[config.mk]
export PLATFORM = sky130hd
export DESIGN_NAME = uart_irq_prio
export DESIGN_NICKNAME = d
export VERILOG_FILES = /design/src/rtl/uart_irq_pkg.sv /design/src/rtl/uart_thre_pend.sv /design/src/rtl/uart_irq_select.sv /design/src/rtl/uart_irq_prio.sv
export SDC_FILE = /design/constraint.sdc
export NUM_CORES = 1
export LEC_CHECK = 0
export BUFFER_PORTS_ARGS = -buffer_cell sky130_fd_sc_hd__buf_2
export CORE_MARGIN = 3
export CORE_UTILIZATION = 40
export DETAILED_ROUTE_END_ITERATION = 10
export PLACE_DENSITY = 0.81
export SLEW_MARGIN = 25
export SYNTH_ARGS = -nofsm -noshare
export SYNTH_HDL_FRONTEND = slang
export SYNTH_SLANG_ARGS = --single-unit
[constraint.sdc]
create_clock -name clk -period 3.9 [get_ports clk]
set_input_delay 0.78 -clock clk [delete_from_list [all_inputs] [get_ports clk]]
set_output_delay 0.78 -clock clk [all_outputs]
set_load 0.005 [all_outputs]
[src/rtl/uart_irq_pkg.sv]
// Shared identification codes for the UART interrupt priority block.
package uart_irq_pkg;
    typedef enum logic [3:0] {
        ID_MODEM = 4'h0,
        ID_NONE  = 4'h1,
        ID_THRE  = 4'h2,
        ID_RXDAT = 4'h4,
        ID_LINE  = 4'h6,
        ID_TMO   = 4'hC
    } irq_id_e;
endpackage

[src/rtl/uart_thre_pend.sv]
// Hidden transmit-empty pending flag.
// Assumes strobes are single-cycle; a set in the same cycle as a clear wins.
// Exposes the next-state value so that downstream logic sees it without delay.
module uart_thre_pend (
    input  logic clk,
    input  logic rst_n,
    input  logic set_evt,
    input  logic clr_evt,
    output logic pend_d,
    output logic pend_q
);
    // Next-state: set has precedence over clear.
    always_comb begin
        if (set_evt)      pend_d = 1'b1;
        else if (clr_evt) pend_d = 1'b0;
        else              pend_d = pend_q;
    end

    // Flag storage.
    always_ff @(posedge clk) begin
        if (!rst_n) pend_q <= 1'b0;
        else        pend_q <= pend_d;
    end
endmodule

[src/rtl/uart_irq_select.sv]
// Combinational fixed-priority selector for the UART interrupt sources.
// Assumes all inputs are already qualified for the current cycle.
module uart_irq_select #(
    parameter int CNT_W = 5
) (
    input  logic [3:0]       ier,
    input  logic             err_any,
    input  logic             tmo,
    input  logic             data_rdy,
    input  logic             fifo_en,
    input  logic [CNT_W-1:0] rx_count,
    input  logic [CNT_W-1:0] rx_trig,
    input  logic             thre_pend,
    input  logic             msr_any,
    output uart_irq_pkg::irq_id_e id
);
    import uart_irq_pkg::*;

    logic rx_ok;

    // Receive condition: FIFO mode also needs the trigger level reached.
    always_comb rx_ok = data_rdy && (!fifo_en || (rx_count >= rx_trig));

    // Priority chain, highest first.
    always_comb begin
        if (ier[2] && err_any)       id = ID_LINE;
        else if (tmo)                id = ID_TMO;
        else if (ier[0] && rx_ok)    id = ID_RXDAT;
        else if (ier[1] && thre_pend) id = ID_THRE;
        else if (ier[3] && msr_any)  id = ID_MODEM;
        else                         id = ID_NONE;
    end
endmodule

[src/rtl/uart_irq_prio.sv]
// UART interrupt identification: holds the enable register and the hidden
// transmit-empty flag, runs the priority selector, and registers the
// identification value and request line (one edge of latency from inputs).
// Assumes strobes are single-cycle pulses in the clk domain.
module uart_irq_prio #(
    parameter int CNT_W = 5
) (
    input  logic             clk,
    input  logic             rst_n,
    input  logic             ier_wr,
    input  logic [3:0]       ier_wdata,
    input  logic             iir_rd,
    input  logic             thr_wr,
    input  logic             thr_drained,
    input  logic [5:0]       line_st,
    input  logic             fifo_en,
    input  logic [CNT_W-1:0] rx_count,
    input  logic [CNT_W-1:0] rx_trig,
    input  logic             tmo_pend,
    input  logic [3:0]       msr_delta,
    output logic [7:0]       ier_val,
    output logic [7:0]       iir,
    output logic             irq
);
    import uart_irq_pkg::*;

    logic [3:0] ier_q, ier_d;
    logic       pend_d, pend_q;
    irq_id_e    sel_id;
    logic [7:0] iir_q;
    logic       irq_q;

    // Enable register next value, so a write takes effect on the same edge.
    always_comb ier_d = ier_wr ? ier_wdata : ier_q;

    // Enable register storage.
    always_ff @(posedge clk) begin
        if (!rst_n) ier_q <= 4'h0;
        else        ier_q <= ier_d;
    end

    uart_thre_pend u_pend (
        .clk     (clk),
        .rst_n   (rst_n),
        .set_evt (thr_drained || (ier_wr && line_st[5])),
        .clr_evt (iir_rd || thr_wr),
        .pend_d  (pend_d),
        .pend_q  (pend_q)
    );

    uart_irq_select #(.CNT_W(CNT_W)) u_sel (
        .ier       (ier_d),
        .err_any   (|line_st[4:1]),
        .tmo       (tmo_pend),
        .data_rdy  (line_st[0]),
        .fifo_en   (fifo_en),
        .rx_count  (rx_count),
        .rx_trig   (rx_trig),
        .thre_pend (pend_d),
        .msr_any   (|msr_delta),
        .id        (sel_id)
    );

    // Output registers: identification value and request line.
    always_ff @(posedge clk) begin
        if (!rst_n) begin
            iir_q <= {4'h0, ID_NONE};
            irq_q <= 1'b0;
        end else begin
            iir_q <= {{2{fifo_en}}, 2'b00, sel_id};
            irq_q <= (sel_id != ID_NONE);
        end
    end

    assign ier_val = {4'h0, ier_q};
    assign iir     = iir_q;
    assign irq     = irq_q;

    assert_line_top_R2: assert property (@(posedge clk) disable iff (!rst_n)
        ($past(rst_n) && ier_q[2] && $past(|line_st[4:1])) |-> iir_q[3:0] == 4'h6);

    assert_tmo_R3: assert property (@(posedge clk) disable iff (!rst_n)
        ($past(rst_n) && !(ier_q[2] && $past(|line_st[4:1])) && $past(tmo_pend))
        |-> iir_q[3:0] == 4'hC);

    assert_rd_clears_R6: assert property (@(posedge clk) disable iff (!rst_n)
        ($past(rst_n) && $past(iir_rd) && !$past(ier_wr) && !$past(thr_drained))
        |-> iir_q[3:0] != 4'h2);

    assert_fifo_bits_R8: assert property (@(posedge clk) disable iff (!rst_n)
        $past(rst_n) |-> (iir_q[7:6] == {2{$past(fifo_en)}} && iir_q[5:4] == 2'b00));

    assert_irq_match_R9: assert property (@(posedge clk) disable iff (!rst_n)
        irq_q == (iir_q[3:0] != 4'h1));

    assert_code_legal_R7: assert property (@(posedge clk) disable iff (!rst_n)
        iir_q[3:0] inside {4'h0, 4'h1, 4'h2, 4'h4, 4'h6, 4'hC});
endmodule

==> results.cfg <==
[outcome]
status = complete, no violations

[finish]
drive_gt1_share_pct = 47.2
fin_util_pct = 60.2
nets = 146
area_growth_pct = 33.3
final_area_um2 = 822
stdcell_count = 123
register_area_um2 = 220
diodes = 0
multi_input_area_um2 = 320
final_common_cell = buf_2
final_cell_mix = buf_2, dfxtp_1, inv_1
nFillCells = 132

[critical_path]
r2r_setup_slack_ns = 2.80
critPathKind = in2reg
crit_arrival_ns = 1.89
path_cells = buf_2 -> ha_1 -> a21oi_1 -> o21ai_0 -> a31oi_1 -> o21a_2 -> o211ai_1
critical_path_required_ns = 4.03
cpPeakStageDelay_ns = 0.30
end_kind = flip-flop
slowest_stage = ha_1
path_max_fanout = 3
crit_path_start_kind = primary input
critPathTopFamily = compound AO/OA/AOI/OAI gates
cp_num_buf_inv = 1

[synth]
yosys_register_bits = 11
synth-edff-count = 0
synthCells = 66
yosysUniqueCellTypes = 27
synth_area_um2 = 617
synth_flop_cell = dfxtp_1
yosys_warnings = 0
ys_seq_area_share_pct = 35.7
syn_area_per_cell_um2 = 9.35
async_flop_share_pct = 0

[route]
drt-wirelength-per-cell_um = 10.7
vias = 580
routed_wl_mm = 1.31
drt-pass1-iter-count = 4
drc = 0
vias_per_cell = 4.72
first_iter_violations = 4
postRouteAntennaNets = 0

[timing]
finalSetupTns_ns = 0
hold_viol = 0
holdWs_ns = 0.560
finalSetupViolCount = 0
rsz0062_at_grt = false
slew_violations = 0
fin_worst_skew_ns = 0.00273
setup_slack_ns = 2.14
fmax_mhz = 569
fin_crit_ns = 1.76
timing.final.crit_share_pct = 45.1

[floorplan]
row_count = 13
dieArea_um2 = 2050
coreArea_um2 = 1370
start_util_pct = 45.1
io_pins = 49
fp.dieH_um = 45.3
die_x_um = 45.3

[global_routing]
grt.overflow.total = 0
grt_usage_pct = 13.8
grt_max_degree = 11
grt_pass1_vias = 553
antenna_found_initial = 0
grt_pass1_wl_mm = 2.10

[placement]
gp_congestion = 0.662
placed_area_um2 = 796
dp_cells = 119
port_buffers = 42
place_ws_ns = 1.87
hpwl_mm = 1.15

[clock_network]
cts_inserted_buffers = 3
hold_buffers = 0
cts_tree = built
clkLatencyLatePin_ns = 0.26
clockBufferDepth = 2
clock_sinks = 11
clk_pin_slew_ns = 0.07
post_cts_buffers = 0
cts_resized = 0
htreeDepth = 1
clockRootBuffer = clkbuf_4

[power]
leakage_nw = 0.468
max-vdd-ir-drop_uv = 122
p_per_area_nw_per_um2 = 312
power_mw = 0.257

[run]
drv_cap = 0

[hold_path]
hold_path_class = reg2reg
[final cells by class]
class                      count  share of cell area, %
multi-input combinational     44                   39.0
timing repair buffer          42                   25.6
tap                           15                   2.28
inverter                       7                   3.20
clock buffer                   4                   3.20
sequential                    11                   26.8
[power by group]
part           total [mW]  internal (mW)  switching, mW
Sequential          0.124          0.121        0.00259
Combinational      0.0565         0.0306         0.0259
Clock              0.0764         0.0395         0.0368
Total               0.257          0.191         0.0653
[synth_stat cells (2+ instances only)]
cell type  count  area, um^2
dfxtp_1       11         220
buf_4          7        52.6
inv_1          7        26.3
nand2_1        6        22.5
ha_1           5        62.6
mux2i_1        3        30.0
nor2_1         3        11.3
nor2b_1        3        18.8
and2_1         2        12.5
nand3b_1       2        15.0
[worst register-to-register path: cells and delay by family, from the launching register on]
| kind | cells | cell delay, ns |
|---|---|---|
| mux | 1 | 0.17 |
| simple gates | 1 | 0.11 |
| compound gates | 3 | 0.39 |
| flops | 1 | 0.31 |
[sequential cells by signal, summed over array words and instances (netlist names)]
signal	cells
u_pend.pend_q	1
ier_q	4
irq	1
iir	5
[logic make-up after synthesis]
logic type | share of synthesized area, %
other cells | 0.608
simple gates | 20.1
compound gates | 11.4
flops | 35.7
mux | 6.69
fa+ha+maj | 10.1
buf+inv | 15.4
[final timing paths]
check,startpoint,to,cells after the start
max,rx_count[2],irq,7
min,ier_q[1],ier_q[1],2
max reg2reg,ier_q[2],irq,5
min reg2reg,ier_q[1],ier_q[1],2
[metal layers]
layer	global-route usage (%)	vias up	wire, um
li1	-	291	-
met1	15.2	251	467
met2	24.0	36	647
met3	2.39	2	182
met4	8.77	0	17
met5	0	-	0
No activity file was read; power rests on OpenSTA's default activity.
